`src/rtl/dcbm_pkg.sv`:
```
package dcbm_pkg;
    localparam int NCH     = 2;
    localparam int AW      = 4;
    localparam int DW      = 32;
    localparam int BW      = 8;
    localparam int FLAG_LO = 2;
    localparam int MASK_LO = 4;
    localparam logic [BW-1:0] STAT_RW_M  = 8'h60;
    localparam logic [BW-1:0] STAT_W1C_M = 8'h06;

    typedef enum logic [1:0] {
        SEL_CMD  = 2'd0,
        SEL_MODE = 2'd1,
        SEL_STAT = 2'd2,
        SEL_TIM  = 2'd3
    } reg_sel_e;

    typedef struct packed {
        logic          rd;
        logic          wr;
        logic          byte_ok;
        logic          ptr;
        logic          ch;
        reg_sel_e      sel;
        logic [BW-1:0] wbyte;
    } acc_dec_t;

    function automatic logic [DW-1:0] wide_ones(input logic [1:0] sz);
        return (sz == 2'd1) ? 32'h0000_FFFF : 32'hFFFF_FFFF;
    endfunction

    function automatic logic [BW-1:0] stat_merge(input logic [BW-1:0] old,
                                                 input logic [BW-1:0] w);
        return (w & STAT_RW_M) | (old & 8'h01) | (old & ~w & STAT_W1C_M);
    endfunction
endpackage

```
`src/rtl/dcbm_chan.sv`:
```
module dcbm_chan
    import dcbm_pkg::*;
(
    input  logic          clk,
    input  logic          rst,
    input  logic          wr_cmd,
    input  logic          wr_stat,
    input  logic          wr_tim,
    input  logic [BW-1:0] wbyte,
    input  logic          busy,
    input  logic          err_ev,
    input  logic          done_ev,
    output logic [BW-1:0] cmd_q,
    output logic [BW-1:0] stat_q,
    output logic [BW-1:0] tim_q,
    output logic          stb_q
);
    logic [BW-1:0] stat_d;

    always_comb begin
        stat_d    = wr_stat ? stat_merge(stat_q, wbyte) : stat_q;
        stat_d[0] = busy;
        stat_d[1] = stat_d[1] | err_ev;
        stat_d[2] = stat_d[2] | done_ev;
    end

    always_ff @(posedge clk) begin
        if (rst) begin
            cmd_q  <= '0;
            stat_q <= '0;
            tim_q  <= '0;
            stb_q  <= 1'b0;
        end else begin
            stb_q  <= wr_cmd;
            stat_q <= stat_d;
            if (wr_cmd) cmd_q <= wbyte;
            if (wr_tim) tim_q <= wbyte;
        end
    end
endmodule

```
`src/rtl/dcbm_mode.sv`:
```
module dcbm_mode
    import dcbm_pkg::*;
(
    input  logic           clk,
    input  logic           rst,
    input  logic           wr_mode,
    input  logic [BW-1:0]  wbyte,
    input  logic [NCH-1:0] req,
    output logic [BW-1:0]  mode_q,
    output logic           irq
);
    logic [BW-1:0]  mode_d;
    logic [NCH-1:0] live;

    always_comb begin
        mode_d = mode_q;
        for (int c = 0; c < NCH; c++) begin
            mode_d[FLAG_LO+c] = req[c];
            if (wr_mode) mode_d[MASK_LO+c] = wbyte[MASK_LO+c];
        end
    end

    always_ff @(posedge clk) begin
        if (rst) mode_q <= '0;
        else     mode_q <= mode_d;
    end

    for (genvar c = 0; c < NCH; c++) begin : g_live
        assign live[c] = mode_q[FLAG_LO+c] & ~mode_q[MASK_LO+c];
    end

    assign irq = |live;
endmodule

```
`src/rtl/dcbm_regs.sv`:
```
module dcbm_regs
    import dcbm_pkg::*;
(
    input  logic           clk,
    input  logic           rst,
    input  logic           acc_valid,
    input  logic           acc_write,
    input  logic [AW-1:0]  acc_addr,
    input  logic [1:0]     acc_size,
    input  logic [DW-1:0]  acc_wdata,
    input  logic [NCH-1:0] irq_req,
    input  logic [NCH-1:0] dma_busy,
    input  logic [NCH-1:0] err_set,
    input  logic [NCH-1:0] done_set,
    output logic [DW-1:0]  rdata,
    output logic [NCH-1:0] cmd_stb,
    output logic [BW-1:0]  cmd_byte,
    output logic           irq_out
);
    acc_dec_t               dec;
    logic [NCH-1:0]         wr_cmd, wr_stat, wr_tim;
    logic                   wr_mode;
    logic [NCH-1:0][BW-1:0] cmd_q, stat_q, tim_q;
    logic [BW-1:0]          mode_q;
    logic [BW-1:0]          rbyte;
    logic [DW-1:0]          rdata_q;

    always_comb begin
        dec.rd      = acc_valid & ~acc_write;
        dec.wr      = acc_valid & acc_write;
        dec.byte_ok = (acc_size == 2'd0);
        dec.ptr     = acc_addr[2];
        dec.ch      = acc_addr[3];
        dec.sel     = reg_sel_e'(acc_addr[1:0]);
        dec.wbyte   = acc_wdata[BW-1:0];
    end

    assign wr_mode = dec.wr & dec.byte_ok & ~dec.ptr & (dec.sel == SEL_MODE);

    for (genvar c = 0; c < NCH; c++) begin : g_ch
        logic hit;
        assign hit        = dec.wr & dec.byte_ok & ~dec.ptr & (dec.ch == c[0]);
        assign wr_cmd[c]  = hit & (dec.sel == SEL_CMD);
        assign wr_stat[c] = hit & (dec.sel == SEL_STAT);
        assign wr_tim[c]  = hit & (dec.sel == SEL_TIM);

        dcbm_chan u_chan (
            .clk    (clk),
            .rst    (rst),
            .wr_cmd (wr_cmd[c]),
            .wr_stat(wr_stat[c]),
            .wr_tim (wr_tim[c]),
            .wbyte  (dec.wbyte),
            .busy   (dma_busy[c]),
            .err_ev (err_set[c]),
            .done_ev(done_set[c]),
            .cmd_q  (cmd_q[c]),
            .stat_q (stat_q[c]),
            .tim_q  (tim_q[c]),
            .stb_q  (cmd_stb[c])
        );
    end

    dcbm_mode u_mode (
        .clk    (clk),
        .rst    (rst),
        .wr_mode(wr_mode),
        .wbyte  (dec.wbyte),
        .req    (irq_req),
        .mode_q (mode_q),
        .irq    (irq_out)
    );

    always_comb begin
        rbyte = '0;
        if (!dec.ptr) begin
            unique case (dec.sel)
                SEL_CMD:  rbyte = cmd_q[dec.ch];
                SEL_MODE: rbyte = mode_q;
                SEL_STAT: rbyte = stat_q[dec.ch];
                SEL_TIM:  rbyte = tim_q[dec.ch];
                default:  rbyte = '0;
            endcase
        end
    end

    always_ff @(posedge clk) begin
        if (rst)         rdata_q <= '0;
        else if (dec.rd) rdata_q <= dec.byte_ok ? {{(DW-BW){1'b0}}, rbyte}
                                                : wide_ones(acc_size);
    end

    assign rdata    = rdata_q;
    assign cmd_byte = cmd_stb[1] ? cmd_q[1] : cmd_q[0];
endmodule

```
`config.mk`:
```
export PLATFORM = sky130hd
export DESIGN_NAME = dcbm_regs
export DESIGN_NICKNAME = d
export VERILOG_FILES = /design/src/rtl/dcbm_pkg.sv /design/src/rtl/dcbm_chan.sv /design/src/rtl/dcbm_mode.sv /design/src/rtl/dcbm_regs.sv
export SDC_FILE = /design/constraint.sdc
export NUM_CORES = 1
export LEC_CHECK = 0
export BUFFER_PORTS_ARGS = -buffer_cell sky130_fd_sc_hd__buf_4
export CORE_MARGIN = 10
export CORE_UTILIZATION = 54
export CTS_CLUSTER_DIAMETER = 40
export CTS_CLUSTER_SIZE = 12
export DETAILED_ROUTE_END_ITERATION = 8
export PLACE_DENSITY = 0.95
export SYNTH_ARGS = -nofsm -noshare
export SYNTH_HDL_FRONTEND = slang
export SYNTH_SLANG_ARGS = --single-unit
```
`constraint.sdc`:
```
create_clock -name clk -period 3.3 [get_ports clk]
set_clock_uncertainty 0.05 [all_clocks]
set_input_delay 0.99 -clock clk [delete_from_list [all_inputs] [get_ports clk]]
set_output_delay 0.99 -clock clk [all_outputs]
set_load 0.01 [all_outputs]
```
==> out/qor.yml, run 1 <==
worst_setup_path:
  worst-setup-path-type: "in2reg"
  path_max_fanout: 8
  start_kind: "input pin"
  path_cells: "buf_4 > nand4bb_1 > or4b_1 > mux2i_1 > nor2_1"
  r2r_end: "rdata[6]"
  critical-path-slowest-cell: "or4b_1"
  crit_buf_inv: 1
  end_kind: "register"
  slowest_delay_ps: 880
  r2r_setup_slack_ps: 1970
  r2r_start: "g_ch[1].u_chan.stat_q[6]"
  arrival_ps: 2700
  cp.required_ps: 3460
  crit_family: "simple AND/OR/NAND/NOR gates"
  ff2ff_path_depth: 3
drt:
  first_iter_violations: 214
  drt-vias-per-instance: 5.58
  wirelength_um: 7170
  num_vias: 2199
  dr.pass1.iters: 4
  wl_per_cell_um: 18.2
  drc: 0
  final_antenna_net_count: 0
floorplan:
  die_h_um: 91.4
  fp.dieW_um: 91.4
  rows: 25
  initial_core_util_pct: 57.1
  die_area_um2: 8350
  pin_count: 93
  core_um2: 4820
grt:
  grt_max_degree: 55
  grt_pass1_wl_um: 11500
  grt_overflow_total: 0
  grtUsageTotal_pct: 17.0
  grt_pass1_vias: 2178
  antenna_found_initial: 0
final_layout:
  synthToLayoutAreaGrowth_pct: 19.6
  drive_above_1_share_pct: 32.4
  diodes: 0
  fin_util_pct: 68.3
  stdcell_count: 394
  fill_cells: 389
  fin_nets: 373
  finalInstanceArea_um2: 3290
yosys:
  synth_common_cells: "dfxtp_1, mux2i_1, nor2_1"
  synth-edff-count: 0
  ys_ff_latch: 58
  synthFlopType: "dfxtp_1"
  syn-num-nets: 332
  yosysWarnings: 0
  avgSynthCellArea_um2: 9.76
  netlist_area_um2: 2750
  synth.distinct_cells: 36
  synth-seq-area-share_pct: 42.2
  synthTopCellsByArea: "dfxtp_1, mux2i_1, nor2_1, buf_4, mux2_2"
  yosysTopAreaCell: "dfxtp_1"
  synth_top_area_share_pct: 42.2
  synthMostInstantiatedCell: "dfxtp_1"
  synthCells: 282
  async_reset_ff_share_pct: 0
place:
  gp_congestion: 0.832
  portBuffers: 68
  dp_cells: 379
  hpwl_um: 4970
  dpl_worst_slack_ps: 437
  placed_cell_area_um2: 3120
pwr:
  ir_worst_vdd_mv: 0.330
  p_int_mw: 1.10
  clockPowerShare_pct: 39.2
  power.switching_mw: 0.362
  netSwitchingFraction_pct: 24.8
  comb_power_share_pct: 10.9
  p_total_mw: 1.46
  leakage_nw: 1.56
  power_density_nw_per_um2: 443
  p_seq_share_pct: 49.9
clock_tree:
  clock-sinks: 58
  cts.clk_slew.worst_paths_ps: 60
  insertion_delay_ps: 340
  clock_path_buffers: 2
  cts-root-buf: "clkbuf_8"
  htree_levels: 3
  hold_buffers: 0
  cts_buffers: 9
  cts_setup_buffers: 0
  cts_tree: "done"
  cts.repair.resized: 0
timing:
  grt_setup_unrepaired: "false"
  hold_slack_ps: 448
  slew-limit-headroom_pct: 53.7
  fin_crit_sh_pct: 77.0
  fin_tns_setup_ps: 0
  drv_slew: 0
  tightest_slew_ps: 692
  max_freq_mhz: 394
  setup_viol_count_final: 0
  setup_ws_ps: 760
  finalHoldViolations: 0
  min_period_ps: 2540
worst_hold_path:
  min_path_type: "reg2reg"
  min_to: "rdata[7]"
  whs_path_depth: 2
  hp-start: "rdata[7]"
job:
  maxCapViolations: 0
outcome:
  status: "finished, final reports clean"
power groups by stage:
stage / clock [mW] / sequential [mW] / combinational, mW
3_3_place_gp: 0 / 0.742 / 0.154
3_5_place_dp: 0 / 0.743 / 0.158
4_1_cts: 0.576 / 0.727 / 0.159
5_1_grt: 0.617 / 0.729 / 0.171
2_1_floorplan: 0 / 0.744 / 0.0898
6_report: 0.571 / 0.728 / 0.159
sequential cells by signal, summed over array words and instances, names as in the netlist:
register            flops
g_ch.u_chan.cmd_q      16
g_ch.u_chan.stat_q     10
g_ch.u_chan.stb_q       2
g_ch.u_chan.tim_q      16
rdata                  10
u_mode.mode_q           4
tightest hold or removal path: cells and delay by family, from the launching register on:
family	cells	cell delay, ps
DFF	1	310
and+or+nand+nor	2	150
layout by cell type, fill, tap and decap left out, drive strengths merged:
cell type and instances:
buf 73, dfxtp 58, mux2i 52, nor2 52, mux2 12, clkbuf 12
nor2b 7, inv 6, a21oi 6, o21ai 4, a311oi 4, nand2 3
nor3 3, a22oi 3, o221a 3, clkinv 3, nor4b 3, o22ai 2
nand4bb 2, a211oi 2, o221ai 2, o211a 2, a221oi 2, nor4 2
nor3b 2, or4b 1, and2 1, o21a 1, mux4 1, o31ai 1
nand2b 1, or4 1
cell type report:
class | count | area [µm²] | area share, %
flip-flops and latches | 58 | 1160 | 35.3
inverters | 6 | 22.5 | 0.684
well taps | 67 | 83.8 | 2.55
multi-input cells | 175 | 1310 | 39.7
repair buffers | 73 | 548 | 16.6
clock inverters | 3 | 15.0 | 0.456
clock buffers | 12 | 155 | 4.71
kinds of logic (layout without fill, tap and decap cells):
kind of cell / count (synthesis) / after routing / share of synthesized area [%]
multiplexers: 65 / 65 / 24.6
buffers and inverters: 49 / 94 / 10.5
AO/OA/AOI/OAI: 32 / 32 / 8.69
AND/OR/NAND/NOR: 78 / 78 / 13.9
flip-flops: 58 / 58 / 42.2
metal layers:
layer  vias up  track usage [%]  wire length [µm]
met5         -                0                 0
met4         0             9.92               263
met3        27             4.12               500
met2        96             28.4              3610
met1      1031             19.3              2800
li1       1045                -                 -
worst max-delay path by stage:
stage / startpoint / endpoint / slack, ps / cells past startpoint
2_1_floorplan: acc_size[1] / g_ch[1].u_chan.tim_q[0] / 970 / 6
3_3_place_gp: acc_size[1] / g_ch[1].u_chan.tim_q[6] / 500 / 5
3_5_place_dp: acc_size[1] / g_ch[1].u_chan.tim_q[1] / 440 / 5
4_1_cts: g_ch[1].u_chan.stb_q / cmd_byte[4] / 780 / 2
5_1_grt: acc_size[1] / g_ch[0].u_chan.stat_q[6] / 660 / 6
6_report: acc_size[1] / g_ch[1].u_chan.tim_q[1] / 760 / 5
No activity file was read; power rests on OpenSTA's default activity.
==> inputs of run 2 (changes only) <==
- CORE_UTILIZATION: 54 -> 50
- PLACE_DENSITY: 0.95 -> 0.89
- clock period: 3.3 -> 2.4 ns (I/O delays scaled with it)
==> run 2 against run 1 <==
Effect of this change:
- critical endpoint is now cmd_byte[2]
- critical path depth shrank 3
- final area grew 4.1%
- largest power group unchanged
- clock power grew 74%
- non-clock buffer count grew 11
==> out/qor.yml, run 2 (synthesis results as in run 1) <==
grt:
  grt_max_degree: 55
  grt-busiest-layer: "met2"
  grt_pass1_vias: 2323
  grtUsageMet3_pct: 4.32
  grt_pass1_wl_um: 11600
  globalRouteMet1Util_pct: 19.3
  grtUsageTotal_pct: 16.5
  antenna_found_initial: 0
  grtUsageMet2_pct: 27.8
  grt_overflow_total: 0
drt:
  first_iter_violations: 143
  final_antenna_net_count: 0
  num_vias: 2227
  dr.pass1.iters: 4
  drc: 0
  wirelength_um: 7250
  wl_per_cell_um: 17.7
  drt-vias-per-instance: 5.44
timing:
  grt_setup_unrepaired: "false"
  hold_slack_ps: 448
  min_period_ps: 2250
  setup_viol_count_final: 0
  finalHoldViolations: 0
  fin_tns_setup_ps: 0
  tightest_slew_ps: 556
  fin_crit_sh_pct: 93.9
  max_freq_mhz: 444
  drv_slew: 0
  slew-limit-headroom_pct: 62.9
worst_setup_path:
  cp.required_ps: 1630
  slowest_delay_ps: 600
  start_kind: "register"
  critical-path-slowest-cell: "dfxtp_1"
  path_max_fanout: 9
  end_kind: "output port"
  path_cells: "mux2_2 > buf_4"
  arrival_ps: 1480
  worst-setup-path-type: "reg2out"
job:
  maxCapViolations: 0
pwr:
  ir_worst_vdd_mv: 0.489
  leakage_nw: 1.63
  power_density_nw_per_um2: 647
place:
  portBuffers: 68
  hpwl_um: 5160
  gp_congestion: 0.770
worst_hold_path:
  min_path_type: "reg2reg"
clock_tree:
  cts-root-buf: "clkbuf_8"
  insertion_delay_ps: 340
  cts_buffers: 9
  clock-sinks: 58
  hold_buffers: 0
  cts_setup_buffers: 0
  clock_path_buffers: 2
  htree_levels: 3
  cts_tree: "done"
  cts.repair.resized: 0
  cts.clk_slew.worst_paths_ps: 70
floorplan:
  pin_count: 93
  rows: 26
  initial_core_util_pct: 52.5
  die_h_um: 94.2
  fp.dieW_um: 94.2
  die_area_um2: 8870
  core_um2: 5240
final_layout:
  final_common_cell: "buf_4"
  fin_nets: 384
  drive_above_1_share_pct: 35.1
  fin_util_pct: 65.4
  reg_top3: "g_ch.u_chan.cmd_q x16, g_ch.u_chan.tim_q x16"
  synthToLayoutAreaGrowth_pct: 24.5
  mostFrequentLayoutCells: "buf_4, dfxtp_1, mux2i_1, nor2_1, mux2_2"
  diodes: 0
outcome:
  status: "finished, final reports clean"
## run 2: cell count changes in the layout (fill, tap and decap cells not counted)
cell       previous run  this run
clkinv_2              3         4
bufinv_16             0         2
clkbuf_8             11        10
buf_4                73        84
clkbuf_1              1         0
## run 2: power breakdown
part | internal (mW) | switching [mW]
clock network | 0.605 | 0.386
registers | 0.984 | 0.0168
logic | 0.107 | 0.117
total | 1.70 | 0.519
## run 2: per-layer routing
layer / up-vias / routed length, µm
li1: 1066 / -
met1: 1086 / 3070
met2: 65 / 3780
met3: 10 / 294
met4: 0 / 102
met5: - / 0
## run 2: path summary, 6_finish.rpt
kind / endpoint / cells after the start / slack (ps) / startpoint
setup / recovery: cmd_byte[2] / 2 / 150 / g_ch[1].u_chan.stb_q
hold / removal: g_ch[0].u_chan.tim_q[0] / 2 / 450 / g_ch[0].u_chan.tim_q[0]
setup reg to reg: rdata[6] / 3 / 1080 / g_ch[0].u_chan.cmd_q[6]
hold reg to reg: g_ch[0].u_chan.tim_q[0] / 2 / 450 / g_ch[0].u_chan.tim_q[0]
## run 2: layout make-up
type,instances,area (µm²)
clock buffer,10,138
clock inverter,6,80.1
fill,411,1810
inverter,6,22.5
multi-input combinational,175,1310
sequential,58,1160
tap,70,87.6
timing repair buffer,84,631
## run 2: critical path: cells and delay by family (launching register included)
kind	cells	cell delay, ps
DFF	1	600
muxes	1	400
buffers and inverters	1	150
## run 2: per-stage QoR
step | power, mW | worst slack [ps] | cells | area, µm²
floorplan | 1.15 | 342 | 282 | 2750
global placement | 1.24 | 102 | 393 | 3210
detailed placement | 1.24 | 52.4 | 393 | 3210
CTS | 2.22 | 122 | 409 | 3430
global route | 2.28 | 79.8 | 409 | 3430
finish | 2.22 | 146 | 409 | 3430
==> inputs of run 3 (changes only) <==
- CTS_CLUSTER_SIZE: 12 -> 24
- REMOVE_ABC_BUFFERS: not set -> 1
- clock period: 2.4 -> 2.5 ns (I/O delays scaled with it)
==> run 3 against run 2 <==
Effect of this change:
- worst hold slack improved by 1.5 ps
- clock power fell by 14%
- largest power group unchanged
- highest routed layer unchanged
- first-iteration DRC count rose by 26%
- total power fell by 8.6%
==> out/qor.yml, run 3 (synthesis results as in run 1) <==
drt:
  wirelength_um: 6950
  num_vias: 2158
  drt-vias-per-instance: 5.30
  final_antenna_net_count: 0
  first_iter_violations: 180
  wl_per_cell_um: 17.1
  dr.pass1.iters: 4
  drc: 0
worst_setup_path:
  r2r_start: "g_ch[0].u_chan.cmd_q[6]"
  slowest_delay_ps: 620
  r2r_setup_slack_ps: 1200
  arrival_ps: 1490
  start_kind: "register"
  critical-path-slowest-cell: "dfxtp_1"
  r2r_end: "rdata[6]"
  cp.required_ps: 1700
  end_kind: "output port"
  ff2ff_path_depth: 3
  path_cells: "mux2_2 > buf_4"
  worst-setup-path-type: "reg2out"
  path_max_fanout: 9
grt:
  grt-busiest-layer: "met2"
  grt_max_degree: 55
  antenna_found_initial: 0
  grt_pass1_wl_um: 11200
  grt_overflow_total: 0
  globalRouteMet1Util_pct: 19.1
  grtUsageTotal_pct: 16.1
  grt_pass1_vias: 2227
  grtUsageMet3_pct: 5.44
  grtUsageMet2_pct: 25.9
place:
  hpwl_um: 5070
  dpl_worst_slack_ps: 169
  portBuffers: 68
  gp_congestion: 0.833
timing:
  setup_viol_count_final: 0
  drv_slew: 0
  finalHoldViolations: 0
  slew-limit-headroom_pct: 64.8
  tightest_slew_ps: 527
  fin_crit_sh_pct: 91.8
  max_freq_mhz: 436
  setup_ws_ps: 206
  min_period_ps: 2290
  grt_setup_unrepaired: "false"
floorplan:
  rows: 26
  pin_count: 93
  die_area_um2: 8870
  core_um2: 5240
  fp.dieW_um: 94.2
  die_h_um: 94.2
  initial_core_util_pct: 52.5
final_layout:
  fin_util_pct: 64.9
  fin_nets: 384
  mostFrequentLayoutCells: "buf_4, dfxtp_1, mux2i_1, nor2_1, mux2_2"
  synthToLayoutAreaGrowth_pct: 23.6
  diodes: 0
  final_common_cell: "buf_4"
  drive_above_1_share_pct: 34.7
  reg_top3: "g_ch.u_chan.cmd_q x16, g_ch.u_chan.tim_q x16"
pwr:
  leakage_nw: 1.62
  power_density_nw_per_um2: 596
  ir_worst_vdd_mv: 0.373
clock_tree:
  clock_path_buffers: 2
  cts_buffers: 9
  hold_buffers: 0
  insertion_delay_ps: 340
  cts.repair.resized: 0
  clock-sinks: 58
  htree_levels: 3
  cts_tree: "done"
  cts_setup_buffers: 0
  cts-root-buf: "clkbuf_8"
  cts.clk_slew.worst_paths_ps: 60
outcome:
  status: "finished, final reports clean"
worst_hold_path:
  hp-start: "rdata[5]"
  whs_path_depth: 2
  min_to: "rdata[5]"
  min_path_type: "reg2reg"
job:
  maxCapViolations: 0
==> run 3: area by class of cell <==
cell class                 count  area, µm²
fill                         437       1840
inverter                       6       22.5
sequential                    58       1160
timing repair buffer          84        631
tap                           70       87.6
multi-input combinational    175       1310
clock buffer                  11        151
clock inverter                 3       40.0
==> run 3: worst max-delay path by stage <==
stage                         startpoint                      end  slack [ps]  cells after the start
detailed placement           acc_size[1]  g_ch[0].u_chan.cmd_q[3]         170                      7
CTS                 g_ch[1].u_chan.stb_q              cmd_byte[5]         170                      2
global route        g_ch[1].u_chan.stb_q              cmd_byte[3]         120                      2
floorplan                    acc_addr[1]  g_ch[0].u_chan.cmd_q[0]        -420                      4
global placement             acc_size[1]  g_ch[0].u_chan.cmd_q[4]         180                      7
finish              g_ch[1].u_chan.stb_q              cmd_byte[5]         210                      2
==> run 3: worst max-delay path, delay by kind of cell (launching register included) <==
family / cells / cell delay (ps)
flip-flops: 1 / 620
buffers and inverters: 1 / 140
multiplexers: 1 / 390
==> run 3: where the power goes <==
group	switching (mW)	leakage [nW]	internal (mW)	total (mW)
Combinational	0.109	1.05	0.103	0.211
Clock	0.353	0.101	0.500	0.853
Sequential	0.0158	0.472	0.945	0.961
==> run 3: stage by stage <==
stage / setup TNS (ps) / instance area, µm² / cells / total power [mW] / hold WS (ps)
after global routing: 0 / 3400 / 407 / 2.11 / 478
after CTS: 0 / 3400 / 407 / 2.04 / 451
after global placement: 0 / 3210 / 393 / 1.19 / 421
after floorplan: -3370 / 2480 / 239 / 1.05 / 405
final: 0 / 3400 / 407 / 2.02 / 450
after detailed placement: 0 / 3210 / 393 / 1.19 / 437
==> run 3: layer usage <==
metal	vias up	wire length, µm
li1	1062	-
met3	7	423
met5	-	0
met1	1016	2870
met2	73	3580
met4	0	82
